$ cat config.mk
export PLATFORM = sky130hd
export DESIGN_NAME = srb_readback
export DESIGN_NICKNAME = d
export VERILOG_FILES = /design/src/rtl/srb_pkg.sv /design/src/rtl/srb_sync.sv /design/src/rtl/srb_rise.sv /design/src/rtl/srb_status_sel.sv /design/src/rtl/srb_blank_timer.sv /design/src/rtl/srb_shifter.sv /design/src/rtl/srb_readback.sv
export SDC_FILE = /design/constraint.sdc
export NUM_CORES = 1
export LEC_CHECK = 0
export BUFFER_PORTS_ARGS = -buffer_cell sky130_fd_sc_hd__buf_2
export CAP_MARGIN = 20
export CELL_PAD_IN_SITES_DETAIL_PLACEMENT = 0
export CELL_PAD_IN_SITES_GLOBAL_PLACEMENT = 2
export CORE_ASPECT_RATIO = 1.1
export CORE_UTILIZATION = 30
export DETAILED_ROUTE_END_ITERATION = 8
export PLACE_DENSITY = 0.83
export SLEW_MARGIN = 20
export SYNTH_ARGS = -nofsm -noshare
export SYNTH_HDL_FRONTEND = slang
export SYNTH_SLANG_ARGS = --single-unit
export TNS_END_PERCENT = 20
$ cat constraint.sdc
create_clock -name clk -period 2.7 [get_ports clk]
set_input_delay 0.405 -clock clk [delete_from_list [all_inputs] [get_ports clk]]
set_output_delay 0.405 -clock clk [all_outputs]
set_load 0.1 [all_outputs]
$ cat src/rtl/srb_pkg.sv
package srb_pkg;
  typedef enum logic [1:0] {
    DET_NONE  = 2'b00,
    DET_OPEN  = 2'b01,
    DET_SHORT = 2'b10,
    DET_LEAK  = 2'b11
  } det_sel_e;
endpackage

$ cat src/rtl/srb_sync.sv
module srb_sync #(
  parameter int W      = 4,
  parameter int STAGES = 2
) (
  input  logic         clk,
  input  logic         rst,
  input  logic [W-1:0] d,
  output logic [W-1:0] q
);
  logic [W-1:0] chain [STAGES];

  genvar s;
  generate
    for (s = 0; s < STAGES; s++) begin : g_stage
      if (s == 0) begin : g_first
        always_ff @(posedge clk) begin
          if (rst) chain[0] <= '0;
          else     chain[0] <= d;
        end
      end else begin : g_next
        always_ff @(posedge clk) begin
          if (rst) chain[s] <= '0;
          else     chain[s] <= chain[s-1];
        end
      end
    end
  endgenerate

  assign q = chain[STAGES-1];
endmodule

$ cat src/rtl/srb_rise.sv
module srb_rise #(
  parameter int W = 2
) (
  input  logic         clk,
  input  logic         rst,
  input  logic [W-1:0] lvl,
  output logic [W-1:0] rise
);
  logic [W-1:0] prev;

  always_ff @(posedge clk) begin
    if (rst) prev <= '0;
    else     prev <= lvl;
  end

  assign rise = lvl & ~prev;
endmodule

$ cat src/rtl/srb_status_sel.sv
module srb_status_sel
  import srb_pkg::*;
#(
  parameter int CH = 16
) (
  input  logic [1:0]    sel,
  input  logic [CH-1:0] open_flt,
  input  logic [CH-1:0] short_flt,
  input  logic [CH-1:0] leak_flt,
  input  logic          ot_flag,
  input  logic          ptw_flag,
  input  logic          rshort_flag,
  output logic [CH-1:0] word,
  output logic          has_word
);
  always_comb begin
    word     = '0;
    has_word = 1'b1;
    case (det_sel_e'(sel))
      DET_OPEN:  word = ot_flag     ? '1 : open_flt;
      DET_SHORT: word = ptw_flag    ? '1 : short_flt;
      DET_LEAK:  word = rshort_flag ? '1 : leak_flt;
      default:   has_word = 1'b0;
    endcase
  end
endmodule

$ cat src/rtl/srb_blank_timer.sv
module srb_blank_timer #(
  parameter int BLANK_CYCLES = 16
) (
  input  logic clk,
  input  logic rst,
  input  logic psave,
  output logic invalid
);
  localparam int CW = $clog2(BLANK_CYCLES + 1);

  logic [CW-1:0] cnt;

  always_ff @(posedge clk) begin
    if (rst)              cnt <= '0;
    else if (psave)       cnt <= CW'(BLANK_CYCLES);
    else if (cnt != '0)   cnt <= cnt - 1'b1;
  end

  assign invalid = (cnt != '0);
endmodule

$ cat src/rtl/srb_shifter.sv
module srb_shifter #(
  parameter int CH = 16
) (
  input  logic          clk,
  input  logic          rst,
  input  logic          shift_en,
  input  logic          sdi,
  input  logic          load_en,
  input  logic [CH-1:0] load_word,
  output logic [CH:0]   q
);
  always_ff @(posedge clk) begin
    if (rst)           q <= '0;
    else if (load_en)  q <= {q[CH], load_word};
    else if (shift_en) q <= {q[CH-1:0], sdi};
  end
endmodule

$ cat src/rtl/srb_readback.sv
module srb_readback #(
  parameter int CH           = 16,
  parameter int SYNC_STAGES  = 2,
  parameter int BLANK_CYCLES = 16
) (
  input  logic          clk,
  input  logic          rst,
  input  logic          sdi,
  input  logic          sclk,
  input  logic          lat,
  input  logic [1:0]    det_sel,
  input  logic [CH-1:0] open_flt,
  input  logic [CH-1:0] short_flt,
  input  logic [CH-1:0] leak_flt,
  input  logic          ot_flag,
  input  logic          ptw_flag,
  input  logic          rshort_flag,
  input  logic          psave,
  output logic          sdo,
  output logic [CH-1:0] onoff,
  output logic [CH-1:0] ctl_word,
  output logic          status_invalid,
  output logic          status_stale
);
  localparam int NSYNC = 4;

  logic [NSYNC-1:0] lvl;
  logic [1:0]       edges;
  logic             sclk_rise, lat_rise, psave_s, sdi_s;
  logic [CH:0]      sreg;
  logic             msb, fresh, lat_accept, load_en, shift_en;
  logic [CH-1:0]    stat_word;
  logic             has_word;

  srb_sync #(.W(NSYNC), .STAGES(SYNC_STAGES)) u_sync (
    .clk (clk),
    .rst (rst),
    .d   ({psave, sdi, lat, sclk}),
    .q   (lvl)
  );

  srb_rise #(.W(2)) u_rise (
    .clk  (clk),
    .rst  (rst),
    .lvl  (lvl[1:0]),
    .rise (edges)
  );

  assign sclk_rise = edges[0];
  assign lat_rise  = edges[1];
  assign sdi_s     = lvl[2];
  assign psave_s   = lvl[3];

  srb_status_sel #(.CH(CH)) u_sel (
    .sel         (det_sel),
    .open_flt    (open_flt),
    .short_flt   (short_flt),
    .leak_flt    (leak_flt),
    .ot_flag     (ot_flag),
    .ptw_flag    (ptw_flag),
    .rshort_flag (rshort_flag),
    .word        (stat_word),
    .has_word    (has_word)
  );

  srb_blank_timer #(.BLANK_CYCLES(BLANK_CYCLES)) u_blank (
    .clk     (clk),
    .rst     (rst),
    .psave   (psave_s),
    .invalid (status_invalid)
  );

  assign msb        = sreg[CH];
  assign lat_accept = lat_rise & fresh;
  assign load_en    = lat_accept & ~msb & has_word;
  assign shift_en   = sclk_rise & ~lat_accept;

  srb_shifter #(.CH(CH)) u_shift (
    .clk       (clk),
    .rst       (rst),
    .shift_en  (shift_en),
    .sdi       (sdi_s),
    .load_en   (load_en),
    .load_word (stat_word),
    .q         (sreg)
  );

  always_ff @(posedge clk) begin
    if (rst) begin
      onoff        <= '0;
      ctl_word     <= '0;
      fresh        <= 1'b0;
      status_stale <= 1'b0;
    end else begin
      if (lat_accept && !msb) onoff    <= sreg[CH-1:0];
      if (lat_accept &&  msb) ctl_word <= sreg[CH-1:0];
      if (lat_accept)         fresh    <= 1'b0;
      else if (sclk_rise)     fresh    <= 1'b1;
      if (load_en)            status_stale <= status_invalid;
    end
  end

  assign sdo = sreg[CH];
endmodule

==> Implementation_results.wiki, run 1 <==
{| class="wikitable"
! Metric !! Value
|-
| Effective utilization at floorplan || 31.1%
|-
| Clock tree skew after final layout || 7.24 ps
|-
| GR Overflow Total || 0
|-
| Diodes inserted || 0
|-
| Total area of multi-input combinational cells || 0.00117 mm^2
|-
| Number of buffers between clock root and the deepest sink || 2
|-
| MaxCap Viol Count || 0
|-
| Post-CTS Repair Setup Buffers || 0
|-
| Largest net degree at the start of global routing || 43
|-
| Fin area || 0.00331 mm^2
|-
| Final Slew Violations || 0
|-
| Standard cell core area || 0.00841 mm^2
|-
| Final net count || 446
|-
| CTS Buf Count || 9
|-
| Drt total wl || 7.03 mm
|-
| Syn Inst Count || 302
|-
| Area taken by flip-flops and latches || 0.00132 mm^2
|-
| Crit path cell chain || inv_1 -> ha_1 -> nand3b_1 -> buf_2
|-
| Critical path's top delay family || buffers and inverters
|-
| Part of the total power dissipated in sequential elements || 48.1%
|-
| Worst slew margin relative to its limit || 36.7%
|-
| Hpwl dp || 4.91 mm
|-
| Die outline width || 91.0 um
|-
| Fraction of layout instances using a drive strength above 1 || 29.0%
|-
| Fraction of the yosys area taken by sequential cells || 50.6%
|-
| Initial DRT Pass Iterations || 4
|-
| Area after detailed placement || 0.00312 mm^2
|-
| Final Cycle Share || 78.5%
|-
| Synth unique cells || 34
|-
| Tightest Pin Transition || 945 ps
|-
| Length in cells of the worst reg-to-reg path || 5
|-
| Syn_nets || 362
|-
| Final-layout fill cell count || 900
|-
| Area of the die || 0.00909 mm^2
|-
| Internal power component || 1.56 mW
|-
| Total power divided by cell area || 646 mW/mm^2
|-
| Slowest cell delay on critical path || 480 ps
|-
| Hold crit path type || input pin to flop
|-
| Violation count after the first detailed-routing iteration || 86
|-
| Buffer cell driving the clock tree root || clkbuf_8
|-
| RSZ-0062 raised after global routing || false
|-
| Final setup violating endpoints || 0
|-
| Pleak || 1.37 nW
|-
| Min-Delay Path Depth || 2
|-
| Clk Latency, worst-skew pair || 330 ps
|-
| Register clock-pin slew on the reported worst setup and hold paths || 70 ps
|-
| I/O pin total || 94
|-
| Final number of hold-violating endpoints || 0
|-
| Placer congestion estimate || 0.779
|-
| Run status || complete, no violations
|-
| Overall via count from detail_route || 2366
|-
| Critical path data arrival time || 1720 ps
|-
| Critical path depth || 4
|-
| Type of the worst setup path || flop to output pin
|-
| Rows || 35
|-
| Global-route wire length before repair || 11.2 mm
|-
| Routed vias/inst || 4.72
|-
| Relative contribution of the clock network to total power || 37.3%
|-
| Resized Gates After CTS || 0
|-
| Shortest period the worst path allows || 2120 ps
|-
| Combined area of all synthesized cells || 0.00261 mm^2
|-
| Initial antenna violation count || 0
|-
| Crit-path max FO || 6
|-
| Final setup TNS || 0 ps
|-
| Post-CTS Hold Fix Bufs || 0
|-
| Signed area change from the synthesized netlist to the final layout || 26.6%
|-
| Total track usage || 16.1%
|-
| Average routed wire per standard cell || 14.0 um
|-
| Number of buffers inserted by port buffering || 93
|-
| Critical path startpoint category || flop
|-
| Count of unresolved DRC violations after routing || 0
|-
| Antenna violation net count after detailed routing || 0
|-
| Maximum vdd drop || 0.280 mV
|-
| Worst path bufs/invs || 2
|-
| Synthesis Warnings || 0
|-
| Register bit total from synthesis || 66
|-
| Avg Inst Size Synth || 8.65 um^2
|-
| Overall die height || 99.9 um
|-
| Max Fclk || 472 MHz
|-
| Number of H-tree levels || 3
|-
| Vias in the first global route || 2176
|-
| Combinational cell fraction of total power || 14.5%
|-
| Switching share of total power || 26.9%
|-
| Count of clock tree sinks || 66
|-
| CTS tree || built
|-
| Critical-path top delay cell || buf_2
|-
| NetSw || 0.574 mW
|-
| Required time of the worst setup path || 2300 ps
|-
| Kind of end point of the critical path || output pin
|}
-- Yosys cell counts --
cell / n / area share, %
a221oi_4: 1 / 1.0
mux2_2: 1 / 0.43
a2111oi_0: 1 / 0.34
xnor2_1: 3 / 1.0
nand2_1: 69 / 9.9
mux2i_1: 1 / 0.38
a21oi_1: 34 / 6.5
buf_1: 1 / 0.14
nand3_1: 2 / 0.38
o2bb2ai_1: 1 / 0.34
or2_2: 1 / 0.24
o21ai_0: 1 / 0.19
a22oi_1: 1 / 0.29
buf_6: 2 / 0.86
and4bb_1: 1 / 0.48
and3_1: 1 / 0.24
nand3b_1: 3 / 0.86
nor4_1: 15 / 3.6
dfxtp_1: 66 / 51
o31ai_1: 1 / 0.29
clkbuf_1: 10 / 1.4
nor2b_1: 12 / 2.9
nand2_4: 1 / 0.43
nand2b_1: 1 / 0.24
ha_1: 1 / 0.48
buf_2: 9 / 1.7
or3_1: 1 / 0.24
or2_1: 3 / 0.72
nor2_1: 23 / 3.3
o22ai_1: 15 / 3.6
nor3_1: 2 / 0.38
inv_1: 2 / 0.29
a221o_1: 15 / 5.7
nor3b_2: 1 / 0.48
-- stage by stage --
stage	power (mW)	std cells	util (%)	setup slack, ps	hold slack, ps
after floorplan	1.28	302	-	571	414
after global placement	1.36	486	37.1	785	422
after detailed placement	1.36	486	37.1	786	428
after CTS	2.16	501	39.3	543	261
after global routing	2.23	501	39.3	478	278
final	2.14	501	39.3	580	278
-- per-layer routing --
metal | track usage, % | wire, um | vias up
met4 | 8.06 | 97 | 0
met5 | 0 | 0 | -
met1 | 21.0 | 3400 | 1048
met2 | 25.3 | 3140 | 80
li1 | - | - | 1231
met3 | 3.41 | 401 | 7
-- area by class of cell --
class / count / share of cell area, %
Clock buffer: 12 / 4.39
Clock inverter: 3 / 1.21
Inverter: 2 / 0.227
Multi-Input combinational cell: 212 / 35.5
Sequential cell: 66 / 39.9
Tap cell: 111 / 4.20
Timing Repair Buffer: 95 / 14.5
-- worst paths after layout --
kind                                          from                 end  slack (ps)
worst max-delay path                u_blank.cnt[0]      status_invalid         580
worst min register to register  u_sync.chain[0][0]  u_sync.chain[1][0]         440
worst max register to register       u_shift.q[16]       u_shift.q[14]         840
worst min-delay path                           sdi  u_sync.chain[0][2]         280
-- power by group through the flow --
stage / clock network [mW] / registers, mW / logic [mW]
6_report: 0.798 / 1.03 / 0.310
2_1_floorplan: 0 / 1.05 / 0.235
3_3_place_gp: 0 / 1.05 / 0.312
4_1_cts: 0.815 / 1.03 / 0.315
5_1_grt: 0.857 / 1.03 / 0.340
3_5_place_dp: 0 / 1.05 / 0.315
-- layout by cell type, fill, tap and decap left out, types with 10 or more instances in the layout --
cell type and n:
nor4_1 15, a21oi_1 34, nor2_1 23, nor2b_1 12, a221o_1 15, nand2_1 69
clkbuf_8 10, dfxtp_1 66, o22ai_1 15, buf_2 93
-- cell families after synthesis --
family,count (synthesis),share of synthesized area (%)
adders and majority gates,1,0.479
muxes,2,0.814
AOI/OAI and AO/OA,70,18.3
buffers and inverters,24,4.45
xor gates and xnor gates,3,1.01
and+or+nand+nor,136,24.4
DFF,66,50.6
-- state kept, by name, summed over array words and instances (netlist names) --
name          count
u_shift.q        17
ctl_word         16
onoff            16
u_sync.chain      8
u_blank.cnt       5
u_rise.prev       2
fresh             1
status_stale      1
(Power assumes the default switching activity.)
==> inputs of run 2 (changes only) <==
- CORE_UTILIZATION: 30 -> 28
- PLACE_DENSITY: 0.83 -> 0.78
- clock period: 2.7 -> 2.15 ns (I/O delays scaled with it)
==> run 2 against run 1 <==
Sequential cell count unchanged. Global-route usage fell by 0.43 points. Critical path depth is the same. Core utilization down 1.6 points. Critical endpoint unchanged.
==> Implementation_results.wiki, run 2 (synthesized netlist as in run 1, its figures left out) <==
{| class="wikitable"
! Metric !! Value
|-
| Rows || 36
|-
| Final Slew Violations || 0
|-
| Vias in the first global route || 2245
|-
| MaxCap Viol Count || 0
|-
| RSZ-0062 raised after global routing || false
|-
| Placer congestion estimate || 0.692
|-
| Area of the die || 0.00972 mm^2
|-
| Diodes inserted || 0
|-
| Overall die height || 103 um
|-
| Kind of end point of the critical path || output pin
|-
| Crit-path max FO || 3
|-
| Pleak || 1.41 nW
|-
| Max Fclk || 522 MHz
|-
| Clk Latency, worst-skew pair || 340 ps
|-
| Total area of multi-input combinational cells || 0.00118 mm^2
|-
| Register with the most flip-flops || u_shift.q
|-
| Hpwl dp || 5.25 mm
|-
| Post-CTS Repair Setup Buffers || 0
|-
| CTS Buf Count || 9
|-
| Maximum vdd drop || 0.585 mV
|-
| Clock tree skew after final layout || 8.13 ps
|-
| Shortest period the worst path allows || 1920 ps
|-
| Signed area change from the synthesized netlist to the final layout || 29.6%
|-
| Count of clock tree sinks || 66
|-
| Endpoint of the worst register-to-register path || u_shift.q[5]
|-
| Hold slack final || 190 ps
|-
| Regs by FF count || u_shift.q (17), ctl_word (16), onoff (16)
|-
| Hold crit path type || input pin to flop
|-
| Number of buffers between clock root and the deepest sink || 2
|-
| Run status || complete, no violations
|-
| Final net count || 451
|-
| Routed vias/inst || 4.82
|-
| Type of the worst setup path || flop to output pin
|-
| Worst slew margin relative to its limit || 51.7%
|-
| Required time of the worst setup path || 1830 ps
|-
| Overall via count from detail_route || 2457
|-
| Final setup TNS || 0 ps
|-
| Initial antenna violation count || 0
|-
| I/O pin total || 94
|-
| Leading cell type in the layout, fill and taps excluded || buf_2
|-
| Final number of hold-violating endpoints || 0
|-
| Average routed wire per standard cell || 14.5 um
|-
| Critical path's top delay family || buffers and inverters
|-
| Length in cells of the worst reg-to-reg path || 3
|-
| Global-route wire length before repair || 11.4 mm
|-
| R2r setup slk || 560 ps
|-
| GR Overflow Total || 0
|-
| Number of flip-flops in the largest register || 17
|-
| Drt total wl || 7.40 mm
|-
| CTS tree || built
|-
| Final-layout fill cell count || 953
|-
| Start of the worst register-to-register path || u_rise.prev[1]
|-
| Buffer cell driving the clock tree root || clkbuf_8
|-
| Critical path capture point || status_invalid
|-
| Die outline width || 94.1 um
|-
| Crit path cell chain || inv_1 -> ha_1 -> nand3b_1 -> buf_2
|-
| Antenna violation net count after detailed routing || 0
|-
| Number of buffers inserted by port buffering || 93
|-
| Total power divided by cell area || 820 mW/mm^2
|-
| Register clock-pin slew on the reported worst setup and hold paths || 70 ps
|-
| Tightest Pin Transition || 724 ps
|-
| Post-CTS Hold Fix Bufs || 0
|-
| Number of H-tree levels || 3
|-
| Fraction of layout instances using a drive strength above 1 || 30.6%
|-
| Area taken by flip-flops and latches || 0.00132 mm^2
|-
| Largest net degree at the start of global routing || 35
|-
| Slowest cell delay on critical path || 440 ps
|-
| Critical path depth || 4
|-
| Most used cells in the layout excluding fill and tap cells || buf_2 (93), nand2_1 (69), dfxtp_1 (66)
|-
| Critical-path top delay cell || buf_2
|-
| Launch point of the critical path || u_blank.cnt[0]
|-
| Final setup violating endpoints || 0
|-
| Initial DRT Pass Iterations || 4
|-
| Critical path data arrival time || 1590 ps
|-
| Violation count after the first detailed-routing iteration || 97
|-
| Standard cell core area || 0.00896 mm^2
|-
| Resized Gates After CTS || 0
|-
| Count of unresolved DRC violations after routing || 0
|-
| Final Cycle Share || 89.1%
|-
| Effective utilization at floorplan || 29.1%
|-
| Worst path bufs/invs || 2
|-
| Critical path startpoint category || flop
|-
| Total track usage || 15.7%
|}
run 2: cell count changes in the layout (fill, tap and decap cells not counted):
cell and delta:
buf_4 +4, clkbuf_1 -2, buf_12 +1, clkbuf_8 +1
clkinv_2 +1, clkinvlp_4 +1, nor3b_2 -1, nor3b_4 +1
run 2: per-stage QoR:
step                setup WS, ps  cells  area (um^2)  util (%)  power, mW
global placement             363    494         3180      35.4       1.75
detailed placement           348    494         3180      35.4       1.75
floorplan                   21.0    302         2610         -       1.61
finish                       235    510         3390      37.8       2.78
CTS                          209    510         3380      37.7       2.80
global route                 127    510         3390      37.8       2.91
run 2: report_power, final:
group | switching (mW) | internal, mW
sequential | 0.0286 | 1.26
combinational | 0.262 | 0.165
clock | 0.468 | 0.593
total | 0.759 | 2.02
run 2: worst min path at each step:
stage	depth (start not counted)	slack, ps	to	startpoint
after floorplan	1	410	u_sync.chain[1][0]	u_sync.chain[0][0]
after global placement	1	420	u_sync.chain[1][3]	u_sync.chain[0][3]
after detailed placement	1	430	u_sync.chain[1][2]	u_sync.chain[0][2]
after CTS	2	180	u_sync.chain[0][3]	psave
after global routing	2	190	u_sync.chain[0][3]	psave
final	2	190	u_sync.chain[0][0]	sclk
run 2: cell type report:
cell class / count / share of cell area [%]
Clock buffer: 11 / 4.47
Clock inverter: 5 / 1.55
Tap cell: 114 / 4.21
Inverter: 2 / 0.222
Sequential cell: 66 / 39.0
Timing Repair Buffer: 100 / 15.7
Multi-Input combinational cell: 212 / 34.9
run 2: worst reg2reg max path: stages, from the launching register on:
cell      delay, ps
dfxtp_1         330
nand3b_1        250
nor3b_4         680
a221o_1         260
run 2: routing by layer:
layer,vias to the layer above,GRT usage (%),wire (um)
li1,1241,-,-
met1,1125,20.3,3440
met2,86,25.0,3400
met3,5,3.65,511
met4,0,6.86,53
met5,-,0,0
==> inputs of run 3 (changes only) <==
- RECOVER_POWER: unset -> 50
==> run 3 against run 2 <==
Maximum frequency about the same. Hold slack worse by 1.0 ps. The run now ends with capacitance limit left. Sequential power barely moved. Die area unchanged. Critical path depth is the same. Global-route usage unchanged. Setup slack worse by 1.2 ps. Routed wire length increased by 0.18%. Cell count is the same. Count of clock-buffer cells in the layout unchanged.
==> Implementation_results.wiki, run 3 (synthesized netlist as in run 1, its figures left out) <==
{| class="wikitable"
! Metric !! Value
|-
| Run status || finished with violations
|-
| Failing checks || capacitance limit
|-
| Post-CTS Hold Fix Bufs || 0
|-
| RSZ-0062 raised after global routing || false
|-
| Final number of hold-violating endpoints || 0
|-
| Register with the most flip-flops || u_shift.q
|-
| Drt total wl || 7.41 mm
|-
| Post-CTS Repair Setup Buffers || 0
|-
| Clock tree skew after final layout || 7.74 ps
|-
| Buffer cell driving the clock tree root || clkbuf_8
|-
| Shortest period the worst path allows || 1920 ps
|-
| Fraction of layout instances using a drive strength above 1 || 22.0%
|-
| Initial antenna violation count || 0
|-
| Final setup violating endpoints || 0
|-
| I/O pin total || 94
|-
| Regs by FF count || u_shift.q (17), ctl_word (16), onoff (16)
|-
| Rows || 36
|-
| CTS Buf Count || 9
|-
| Area of the die || 0.00972 mm^2
|-
| Final-layout fill cell count || 957
|-
| Number of buffers inserted by port buffering || 93
|-
| Initial DRT Pass Iterations || 5
|-
| Relative contribution of the clock network to total power || 38.3%
|-
| Total area of multi-input combinational cells || 0.00118 mm^2
|-
| Largest net degree at the start of global routing || 35
|-
| Final net count || 451
|-
| Antenna violation net count after detailed routing || 0
|-
| Signed area change from the synthesized netlist to the final layout || 27.8%
|-
| Violation count after the first detailed-routing iteration || 112
|-
| Routed vias/inst || 4.84
|-
| Global-route wire length before repair || 11.4 mm
|-
| NetSw || 0.765 mW
|-
| Non-filler cells in the finished layout || 510
|-
| Overall via count from detail_route || 2467
|-
| Type of the worst setup path || flop to output pin
|-
| Overall die height || 103 um
|-
| Count of unresolved DRC violations after routing || 0
|-
| Pleak || 1.26 nW
|-
| Crit-path max FO || 3
|-
| Max Fclk || 522 MHz
|-
| Util after Layout || 37.3%
|-
| Maximum vdd drop || 0.585 mV
|-
| Critical path startpoint category || flop
|-
| GR Overflow Total || 0
|-
| Area taken by flip-flops and latches || 0.00132 mm^2
|-
| Tightest Pin Transition || 1490 ps
|-
| Part of the total power dissipated in sequential elements || 46.4%
|-
| Switching share of total power || 27.5%
|-
| Die outline width || 94.1 um
|-
| Effective utilization at floorplan || 29.1%
|-
| Diodes inserted || 0
|-
| Resized Gates After CTS || 0
|-
| Vias in the first global route || 2245
|-
| Clk Latency, worst-skew pair || 340 ps
|-
| Combinational cell fraction of total power || 15.3%
|-
| Kind of end point of the critical path || output pin
|-
| Number of flip-flops in the largest register || 17
|-
| Critical path data arrival time || 1590 ps
|-
| Dpl cells || 494
|-
| Worst-case setup slack after placement || 348 ps
|-
| Worst slew margin relative to its limit || 0.411%
|-
| Internal power component || 2.02 mW
|-
| Standard cell core area || 0.00896 mm^2
|-
| Final setup TNS || 0 ps
|-
| Number of H-tree levels || 3
|-
| Final Cycle Share || 89.1%
|-
| CTS tree || built
|-
| Hpwl dp || 5.25 mm
|-
| MaxCap Viol Count || 1
|-
| Total power divided by cell area || 833 mW/mm^2
|-
| Final Slew Violations || 0
|-
| Count of clock tree sinks || 66
|-
| Total track usage || 15.7%
|-
| Register clock-pin slew on the reported worst setup and hold paths || 70 ps
|-
| Final worst slack || 234 ps
|-
| Most used cells in the layout excluding fill and tap cells || nand2_1 (69), dfxtp_1 (66), buf_2 (60)
|-
| Average routed wire per standard cell || 14.5 um
|-
| Number of buffers between clock root and the deepest sink || 2
|-
| Hold crit path type || input pin to flop
|-
| Required time of the worst setup path || 1830 ps
|-
| Leading cell type in the layout, fill and taps excluded || nand2_1
|-
| Placer congestion estimate || 0.692
|}
## run 3: final timing paths
path	endpoint	start	slack (ps)	cells past startpoint
max	status_invalid	u_blank.cnt[0]	230	4
min	u_sync.chain[0][0]	sclk	190	2
max reg2reg	ctl_word[4]	u_sync.chain[1][1]	550	4
min reg2reg	u_sync.chain[1][3]	u_sync.chain[0][3]	440	1
## run 3: routing by layer
| layer | global-route usage, % | part of all wire [%] | up-vias |
|---|---|---|---|
| li1 | - | - | 1239 |
| met1 | 20.3 | 48 | 1144 |
| met2 | 25.0 | 46 | 78 |
| met3 | 3.65 | 6.1 | 6 |
| met4 | 6.86 | 0.81 | 0 |
| met5 | 0 | 0 | - |
## run 3: area by class of cell
cell class	instances	share of cell area [%]
timing repair buffer	100	14.5
clock buffer	11	4.53
multi-input combinational	212	35.4
clock inverter	5	1.57
sequential	66	39.6
inverter	2	0.225
tap	114	4.27
## run 3: through the flow
stage          total power [mW]  instance area, um^2  hold slack, ps
2_1_floorplan              1.61                 2610             414
4_1_cts                    2.80                 3380             185
6_report                   2.78                 3340             189
3_3_place_gp               1.75                 3180             417
5_1_grt                    2.91                 3340             193
3_5_place_dp               1.75                 3180             426
## run 3: worst max-delay path, stage by stage, from the launching register on
cell      delay [ps]
dfxtp_1          380
inv_1             60
ha_1             230
nand3b_1         130
buf_2            440
## run 3: power groups by stage
stage                     logic [mW]  registers (mW)  clock network (mW)
after floorplan                0.296            1.31                   0
final                          0.426            1.29                1.07
after detailed placement       0.431            1.32                   0
after CTS                      0.432            1.29                1.08
after global placement         0.428            1.32                   0
after global routing           0.472            1.30                1.14
